--- src/rtl/crc16_pkg.sv ---
package crc16_pkg;

  localparam int unsigned CTRL_ADDR   = 0;
  localparam int unsigned DATA_ADDR   = 1;
  localparam int unsigned RESULT_ADDR = 2;
  localparam int unsigned CLR_BIT     = 15;

  localparam logic [15:0] CRC_SEED   = 16'hFFFF;
  localparam logic [15:0] CRC_XOROUT = 16'hFFFF;

  // Fold one byte into a reflected CCITT remainder (poly 0x8408),
  // written in the eight-bits-at-once nibble form.
  function automatic logic [15:0] crc_fold_byte(input logic [15:0] rem,
                                                input logic [7:0]  din);
    logic [7:0] x;
    x = rem[7:0] ^ din;
    x = x ^ {x[3:0], 4'b0000};
    return {8'h00, rem[15:8]} ^ {x, 8'h00} ^ {5'b00000, x, 3'b000}
           ^ {12'h000, x[7:4]};
  endfunction

  function automatic logic [15:0] crc_finish(input logic [15:0] rem);
    return rem ^ CRC_XOROUT;
  endfunction

endpackage

--- src/rtl/crc16_remainder.sv ---
module crc16_remainder
  import crc16_pkg::*;
(
  input  logic        clk,
  input  logic        rst_n,
  input  logic        clr_i,
  input  logic        load_i,
  input  logic [7:0]  byte_i,
  output logic [15:0] rem_o
);

  always_ff @(posedge clk or negedge rst_n) begin
    if (!rst_n)      rem_o <= CRC_SEED;
    else if (clr_i)  rem_o <= CRC_SEED;
    else if (load_i) rem_o <= crc_fold_byte(rem_o, byte_i);
  end

  // a clear reseeds the remainder
  a_r2_reseed: assert property (@(posedge clk) disable iff (!rst_n)
    clr_i |=> rem_o == CRC_SEED);

  // no clear and no byte means no change
  a_r3_idle_hold: assert property (@(posedge clk) disable iff (!rst_n)
    (!clr_i && !load_i) |=> $stable(rem_o));

endmodule

--- src/rtl/crc16_byte_counter.sv ---
module crc16_byte_counter #(
  parameter int CNT_W = 12
) (
  input  logic             clk,
  input  logic             rst_n,
  input  logic             clr_i,
  input  logic             inc_i,
  output logic [CNT_W-1:0] cnt_o
);

  localparam logic [CNT_W-1:0] CNT_MAX = {CNT_W{1'b1}};

  logic at_max;
  assign at_max = (cnt_o == CNT_MAX);

  always_ff @(posedge clk or negedge rst_n) begin
    if (!rst_n)                cnt_o <= '0;
    else if (clr_i)            cnt_o <= '0;
    else if (inc_i && !at_max) cnt_o <= cnt_o + 1'b1;
  end

  a_r2_zero: assert property (@(posedge clk) disable iff (!rst_n)
    clr_i |=> cnt_o == '0);

  a_r5_step: assert property (@(posedge clk) disable iff (!rst_n)
    (inc_i && !clr_i && cnt_o != CNT_MAX) |=> cnt_o == $past(cnt_o) + 1'b1);

  a_r8_saturate: assert property (@(posedge clk) disable iff (!rst_n)
    (inc_i && !clr_i && cnt_o == CNT_MAX) |=> cnt_o == CNT_MAX);

endmodule

--- src/rtl/crc16_reg_decode.sv ---
module crc16_reg_decode
  import crc16_pkg::*;
#(
  parameter int ADDR_W = 2,
  parameter int CNT_W  = 12
) (
  input  logic              clk,
  input  logic              rst_n,
  input  logic              wr_en,
  input  logic              rd_en,
  input  logic [ADDR_W-1:0] addr,
  input  logic [15:0]       wdata,
  input  logic [CNT_W-1:0]  cnt_i,
  input  logic [15:0]       rem_i,
  output logic              clr_o,
  output logic              load_o,
  output logic [7:0]        byte_o,
  output logic [15:0]       rdata
);

  localparam int PAD_W = 16 - CNT_W;

  logic sel_ctrl, sel_data, sel_result;
  logic [15:0] rd_next;

  assign sel_ctrl   = (addr == ADDR_W'(CTRL_ADDR));
  assign sel_data   = (addr == ADDR_W'(DATA_ADDR));
  assign sel_result = (addr == ADDR_W'(RESULT_ADDR));

  assign clr_o  = wr_en && sel_ctrl && wdata[CLR_BIT];
  assign load_o = wr_en && sel_data;
  assign byte_o = wdata[7:0];

  always_comb begin
    rd_next = 16'h0000;
    if (sel_ctrl)        rd_next = {{PAD_W{1'b0}}, cnt_i};
    else if (sel_result) rd_next = crc_finish(rem_i);
  end

  always_ff @(posedge clk or negedge rst_n) begin
    if (!rst_n)     rdata <= 16'h0000;
    else if (rd_en) rdata <= rd_next;
  end

  // read data holds between reads
  a_r10_hold: assert property (@(posedge clk) disable iff (!rst_n)
    !rd_en |=> $stable(rdata));

endmodule

--- src/rtl/crc16_byte_engine.sv ---
module crc16_byte_engine
  import crc16_pkg::*;
#(
  parameter int ADDR_W = 2,
  parameter int CNT_W  = 12
) (
  input  logic              clk,
  input  logic              rst_n,
  input  logic              wr_en,
  input  logic              rd_en,
  input  logic [ADDR_W-1:0] addr,
  input  logic [15:0]       wdata,
  output logic [15:0]       rdata
);

  logic             eng_clr;
  logic             eng_load;
  logic [7:0]       eng_byte;
  logic [15:0]      eng_rem;
  logic [CNT_W-1:0] eng_cnt;

  crc16_reg_decode #(.ADDR_W(ADDR_W), .CNT_W(CNT_W)) u_decode (
    .clk    (clk),
    .rst_n  (rst_n),
    .wr_en  (wr_en),
    .rd_en  (rd_en),
    .addr   (addr),
    .wdata  (wdata),
    .cnt_i  (eng_cnt),
    .rem_i  (eng_rem),
    .clr_o  (eng_clr),
    .load_o (eng_load),
    .byte_o (eng_byte),
    .rdata  (rdata)
  );

  crc16_remainder u_rem (
    .clk    (clk),
    .rst_n  (rst_n),
    .clr_i  (eng_clr),
    .load_i (eng_load),
    .byte_i (eng_byte),
    .rem_o  (eng_rem)
  );

  crc16_byte_counter #(.CNT_W(CNT_W)) u_cnt (
    .clk    (clk),
    .rst_n  (rst_n),
    .clr_i  (eng_clr),
    .inc_i  (eng_load),
    .cnt_o  (eng_cnt)
  );

  // control write without the clear bit leaves all state untouched
  a_r3_ctrl_nop: assert property (@(posedge clk) disable iff (!rst_n)
    (wr_en && addr == ADDR_W'(CTRL_ADDR) && !wdata[CLR_BIT])
      |=> ($stable(eng_cnt) && $stable(eng_rem)));

  // every data write lands in the counter, even back to back
  a_r7_burst_count: assert property (@(posedge clk) disable iff (!rst_n)
    (eng_load && $past(eng_load) && eng_cnt != {CNT_W{1'b1}})
      |=> eng_cnt != $past(eng_cnt));

endmodule

--- config.mk ---
export PLATFORM = sky130hd
export DESIGN_NAME = crc16_byte_engine
export DESIGN_NICKNAME = d
export VERILOG_FILES = /design/src/rtl/crc16_pkg.sv /design/src/rtl/crc16_remainder.sv /design/src/rtl/crc16_byte_counter.sv /design/src/rtl/crc16_reg_decode.sv /design/src/rtl/crc16_byte_engine.sv
export SDC_FILE = /design/constraint.sdc
export NUM_CORES = 1
export LEC_CHECK = 0
export BUFFER_PORTS_ARGS = -buffer_cell sky130_fd_sc_hd__buf_2
export CAP_MARGIN = 20
export CORE_ASPECT_RATIO = 1.25
export CORE_MARGIN = 4
export CORE_UTILIZATION = 55
export CTS_CLUSTER_SIZE = 14
export DETAILED_ROUTE_END_ITERATION = 12
export GPL_ROUTABILITY_DRIVEN = 1
export HOLD_SLACK_MARGIN = 0.03
export PLACE_DENSITY = 0.82
export RECOVER_POWER = 50
export SETUP_SLACK_MARGIN = 0.05
export SYNTH_ARGS = -nofsm -noshare
export SYNTH_HDL_FRONTEND = slang
export SYNTH_SLANG_ARGS = --single-unit
--- constraint.sdc ---
create_clock -name clk -period 2.73 [get_ports clk]
set_clock_uncertainty 0.1 [all_clocks]
set_input_delay 0.1365 -clock clk [delete_from_list [all_inputs] [get_ports clk]]
set_output_delay 0.1365 -clock clk [all_outputs]
set_load 0.005 [all_outputs]
* Yosys cells after proc, flatten, opt, wreduce, memory -nomap -nowiden *
Index checks and enable logic that the tools add are counted.
Widths: inputs -> output; s select.

word-level totals
  flip-flop bits (word level) = 44
  word-level logic and storage cells = 27

cells by class
  add/sub/neg operators = 1
  equal/unequal tests = 3
  mux-type cells = 6
  bitwise gates (word level) = 6
  reductions and logical operators = 8

operators with widths
  cell                   number
  $mux 16                4
  $mux 12                2
  $not 16->16            1
  $xor 16x11->16         1
  $xor 16x4->16          1
  $xor 8x16->16          1
  $xor 8x8->8            2
  $add 12x1->12 const B  1
  $eq 12x12->1 const B   1
  $logic_and 1x1->1      4
  $reduce_bool 2->1      2
  $eq 2x1->1 const B     1
  $eq 2x2->1 const B     1
  $logic_not 2->1        1
  $logic_not 1->1        1

* Longest topological paths before layout *
  depth in word-level cells = 7
  mapped depth = 6

* Hierarchy *
Synthesis repeated with hierarchy kept, for this count alone.

unflattened totals
  cells, all modules = 237
  area total of the unflattened synthesis = 2590.0 um2

by module, submodules not included
  module              instances  cells each  area an instance (um2)  seq. area each (um2)
  crc16_remainder     1          79          1012.2                  420.4
  crc16_reg_decode    1          89          893.4                   400.4
  crc16_byte_counter  1          69          684.4                   300.3

* Least setup slack after synthesis *
No wires, ideal clock.

  kind = reg2reg
  start point = register u_cnt.cnt_o[0]
  end point = register u_cnt.cnt_o[7]
  library setup time = 77 ps
  arrival = 1726 ps
  setup slack = 826 ps
  stages on the path, launching flop included = 7
  period minus slack after synthesis = 1904 ps
  cell sequence = dfrtp_1 -> ha_1 -> and3_1 -> and4_4 -> buf_6 -> or4_1 -> a21oi_1

between the ends
  longest elaborated chain between the ends = 4
  elaborated cells on any way between the ends = 7

RTL lines
  element                                                                line                      text
  start, declared                                                        crc16_byte_counter.sv:8   output logic [CNT_W-1:0] cnt_o
  start signal, assigned                                                 crc16_byte_counter.sv:19  else if (inc_i && !at_max) cnt_o <= cnt_o + 1'b1;
  parallel branches: the longest is 4 deep, another holds $add 12x1->12  --

Several ways; the timed one is not identified. The select of a mux whose other input is x is not followed.
A chain may end at the register's enable or synchronous reset.

* Worst setup path in the final report *
Ends and elaborated chain as after synthesis.

==> metrics.md <==
| Metric | Value |
|---|---|
| Iteration-0 DRC Markers | 75 |
| Worst Reg-to-Reg Cells | 5 |
| Mapped Avg Cell Area | 10.07 sq um |
| FMAX | roughly 510 MHz |
| Setup-failing EPs final | 0 |
| Drt wl/cell | around 16 um |
| Max Transition Viols Final | 0 |
| Fraction of layout cells with a size suffix above 1 | 0.1594 |
| First-pass GRT wire length | 8597 um |
| Pwr/cell area | 859.4 nW/um^2 |
| Chip height | 79.27 um |
| Cells along the critical path | ha_1 -> and3_1 -> and4_4 -> or4_1 -> a21oi_1 |
| Worst Hold Class | input pin to flip-flop |
| Worst flop-to-flop path startpoint | u_cnt.cnt_o[0]$_DFFE_PN0P_ |
| Synth cell types | 41 |
| Req. time, crit path | 2.86 ns |
| Fill count | between 300 and 400 |
| TritonCTS Sinks | 44 |
| 1st-pass router iterations | 4 |
| Crit path time final | around 1.9 ns |
| Vias in the first global route | 1,814 |
| Ant. Diodes | 0 |
| Synth warn | 0 |
| PostCTS Resize Cnt | 0 |
| Starting Density | 0.5808 |
| Fin. Hold Viols | 0 |
| Synthesized instance count | 222 |
| Worst Setup Path Type | flip-flop to flip-flop |
| Final Cycle Share | 0.7140 |
| Maxcap violations | 0 |
| Seq. cell area | 1121 sq um |
| Setup TNS | 0 ns |
| Place WS | approximately 0.77 ns |
| Clock latency on the worst-skew pair | around 0.30 ns |
| Clock transition at path regs | approximately 0.09 ns |
| Core area | 3847 sq um |
| Area taken by multi-input logic gates | 1002 sq um |
| Leakage power total | around 1.0 nW |
| CP delay by family, top | simple AND/OR/NAND/NOR gates |
| Slew headroom | 0.2761 |
| Final GP Congestion | between 0.7 and 0.8 |
| Final #Nets | 273 |
| Initial antenna violation count | 0 |
| Setup ws final | 0.7808 ns |
| Worst setup endpoint | u_cnt.cnt_o[7]$_DFFE_PN0P_ |
| Slew @ Worst Pin | 1.086 ns |
| Mapped Nets | about 250 |
| Final ANT Viol Nets | 0 |
| Site row count | 25 |
| Vias/cell | roughly 5.7 |
| H-tree depth | 2 |
| Clk root buf | clkbuf_8 |
| Clk buf depth | 2 |
| Post-synth ARST share | 1.000 |
| Maximum fanout along the worst path | 9 |
| Num ports | 38 |
| CP startpoint | u_cnt.cnt_o[0]$_DFFE_PN0P_ |
| CP Launch Type | flip-flop |
| CP Depth | 5 |
| VDD IR max | 0.6399 mV |
| Sequential share of the synthesized area | 0.5017 |
| Hold_ws | 0.1532 ns |
| Synth Flop Type | dfrtp_1 |
| RSZ-0062 raised after global routing | no |
| Post-synth EDFFs | 0 |
| Chip Width | ~65 um |
| Synthesized cell area | 2235 sq um |
| DRC Markers | 0 |
| R2r endpoint | u_cnt.cnt_o[7]$_DFFE_PN0P_ |
| Count of buffers from port buffering | 30 |
| Crit path capture type | flip-flop |
| Dpl cell area | 2405 sq um |
| Largest net degree at the start of global routing | 45 |
| Global Route Usage Sum | 0.2174 |
| R2R Setup Slk | 0.78 ns |
| Post-route cell area | 2490 sq um |
| Min-delay src | wdata[2] |
| DR vias | between 1,500 and 2,000 |
| Crit-path slowest cell | or4_1 |
| CTS Buf Count | 5 |
| Util after Layout | 0.6472 |
| Count of buffer and inverter cells on the critical path | 0 |
| Final HPWL DP | around 3500 um |
| Status | complete, no violations |
| CTS tree | yes |
| Die area | 5153 sq um |
| Arr. time, crit path | between 2 and 2.5 ns |
| Area Overhead vs Synth | 11.42% |
| Yosys reg bits | 44 |
| Post-detailed-routing wire length | 4976 um |
| Grt ovf | 0 |
| Worst path max stage delay | 0.50 ns |
==> how the worst min path moves through the flow <==
| stage | depth (start not counted) | end | slack, ns |
|---|---|---|---|
| 4_1_cts | 4 | u_rem.rem_o[5]$_DFFE_PN1P_ | 0.15 |
| 3_5_place_dp | 1 | u_decode.rdata[11]$_DFFE_PN0P_ | 0.25 |
| 5_1_grt | 3 | u_rem.rem_o[11]$_DFFE_PN1P_ | 0.16 |
| 6_report | 4 | u_rem.rem_o[5]$_DFFE_PN1P_ | 0.15 |
| 2_1_floorplan | 0 | u_cnt.cnt_o[0]$_DFFE_PN0P_ | -0.26 |
| 3_3_place_gp | 1 | u_cnt.cnt_o[11]$_DFFE_PN0P_ | 0.24 |
==> final cells by class <==
| type | count | share of cell area |
|---|---|---|
| clock inverter | 1 | 0.003518 |
| tap | 54 | 0.02714 |
| inverter | 13 | 0.01960 |
| clock buffer | 7 | 0.03065 |
| timing repair buffer | 33 | 0.06633 |
| sequential | 44 | 0.4503 |
| multi-input combinational | 153 | 0.4025 |
==> worst register-to-register path, stage by stage (launching register included) <==
cell	delay [ns]
dfrtp_1	0.44
ha_1	0.25
and3_1	0.23
and4_4	0.20
or4_1	0.51
a21oi_1	0.16
==> cells by family (layout without fill, tap and decap cells) <==
logic type	after synthesis	count (layout)	share of synthesized area
and+or+nand+nor	62	62	0.1439
AOI/OAI and AO/OA	58	58	0.1669
DFF	44	44	0.5017
xor gates and xnor gates	25	25	0.09798
buffers and inverters	25	54	0.04983
muxes	7	7	0.03415
adders and majority gates	1	1	0.005598
==> report_power, final <==
group / total, mW / switching [mW] / leakage (nW) / internal, mW
sequential: 1.02 / 0.161 / 0.532 / 0.856
combinational: 0.714 / 0.355 / 0.472 / 0.359
clock: 0.409 / 0.226 / 0.0424 / 0.183
total: 2.14 / 0.742 / 1.05 / 1.40
==> layout by cell type, fill, tap and decap left out, types with 2 or more instances in the layout <==
master and n:
xor2_1 7, o21ai_0 13, dfrtp_1 28, o22ai_1 12, nand3_1 5, xnor2_1 18
clkbuf_8 5, clkbuf_1 10, and4_1 2, or4_1 3, o22a_1 7, mux2_2 5
nor2_1 14, mux2i_1 2, dfstp_1 15, and3_1 4, nand2b_1 2, buf_4 2
nand4_1 2, nand2_1 22, o31ai_1 5, a21oi_1 13, buf_2 21, inv_1 13
==> synthesized netlist by cell type (2+ instances only) <==
library cell,instances,share of area
nand2b_1,2,0.0056
mux2i_1,2,0.0090
clkbuf_1,7,0.012
o21ai_0,13,0.029
buf_6,2,0.010
inv_1,13,0.022
nand2_1,22,0.037
buf_2,2,0.0045
o31ai_1,5,0.017
or4_1,3,0.010
and3_1,4,0.011
a21oi_1,13,0.029
o22ai_1,12,0.034
nand3_1,5,0.011
mux2_2,5,0.025
nor2_1,14,0.024
dfrtp_1,28,0.31
xor2_1,7,0.027
o22a_1,7,0.027
dfstp_2,16,0.19
and4_1,2,0.0078
xnor2_1,18,0.071
nand4_1,2,0.0056
==> sequential cells by signal, summed over array words and instances, names as in the netlist <==
signal,cells
u_rem.rem_o,16
u_decode.rdata,16
u_cnt.cnt_o,12
==> timing repair <==
action / 4_1_cts / 5_1_grt
endpoints found under the hold margin: 28 / 0
hold buffers: 1 / 0
buffers inserted: 0 / 0
==> per-layer routing <==
layer / global-route usage / up-vias / wire, um / share of wire
met1: 0.2609 / 836 / 2057 / 0.41
met4: 0.1037 / 0 / 125 / 0.025
li1: - / 847 / - / -
met5: 0 / - / 0 / 0
met3: 0.04385 / 13 / 216 / 0.043
met2: 0.3705 / 52 / 2576 / 0.52
==> metrics by stage <==
stage,power [mW],instances
after floorplan,1.578,222
after global placement,1.753,296
after detailed placement,1.778,296
after CTS,2.186,305
after global routing,2.288,305
final,2.140,305
(Power assumes the default switching activity.)
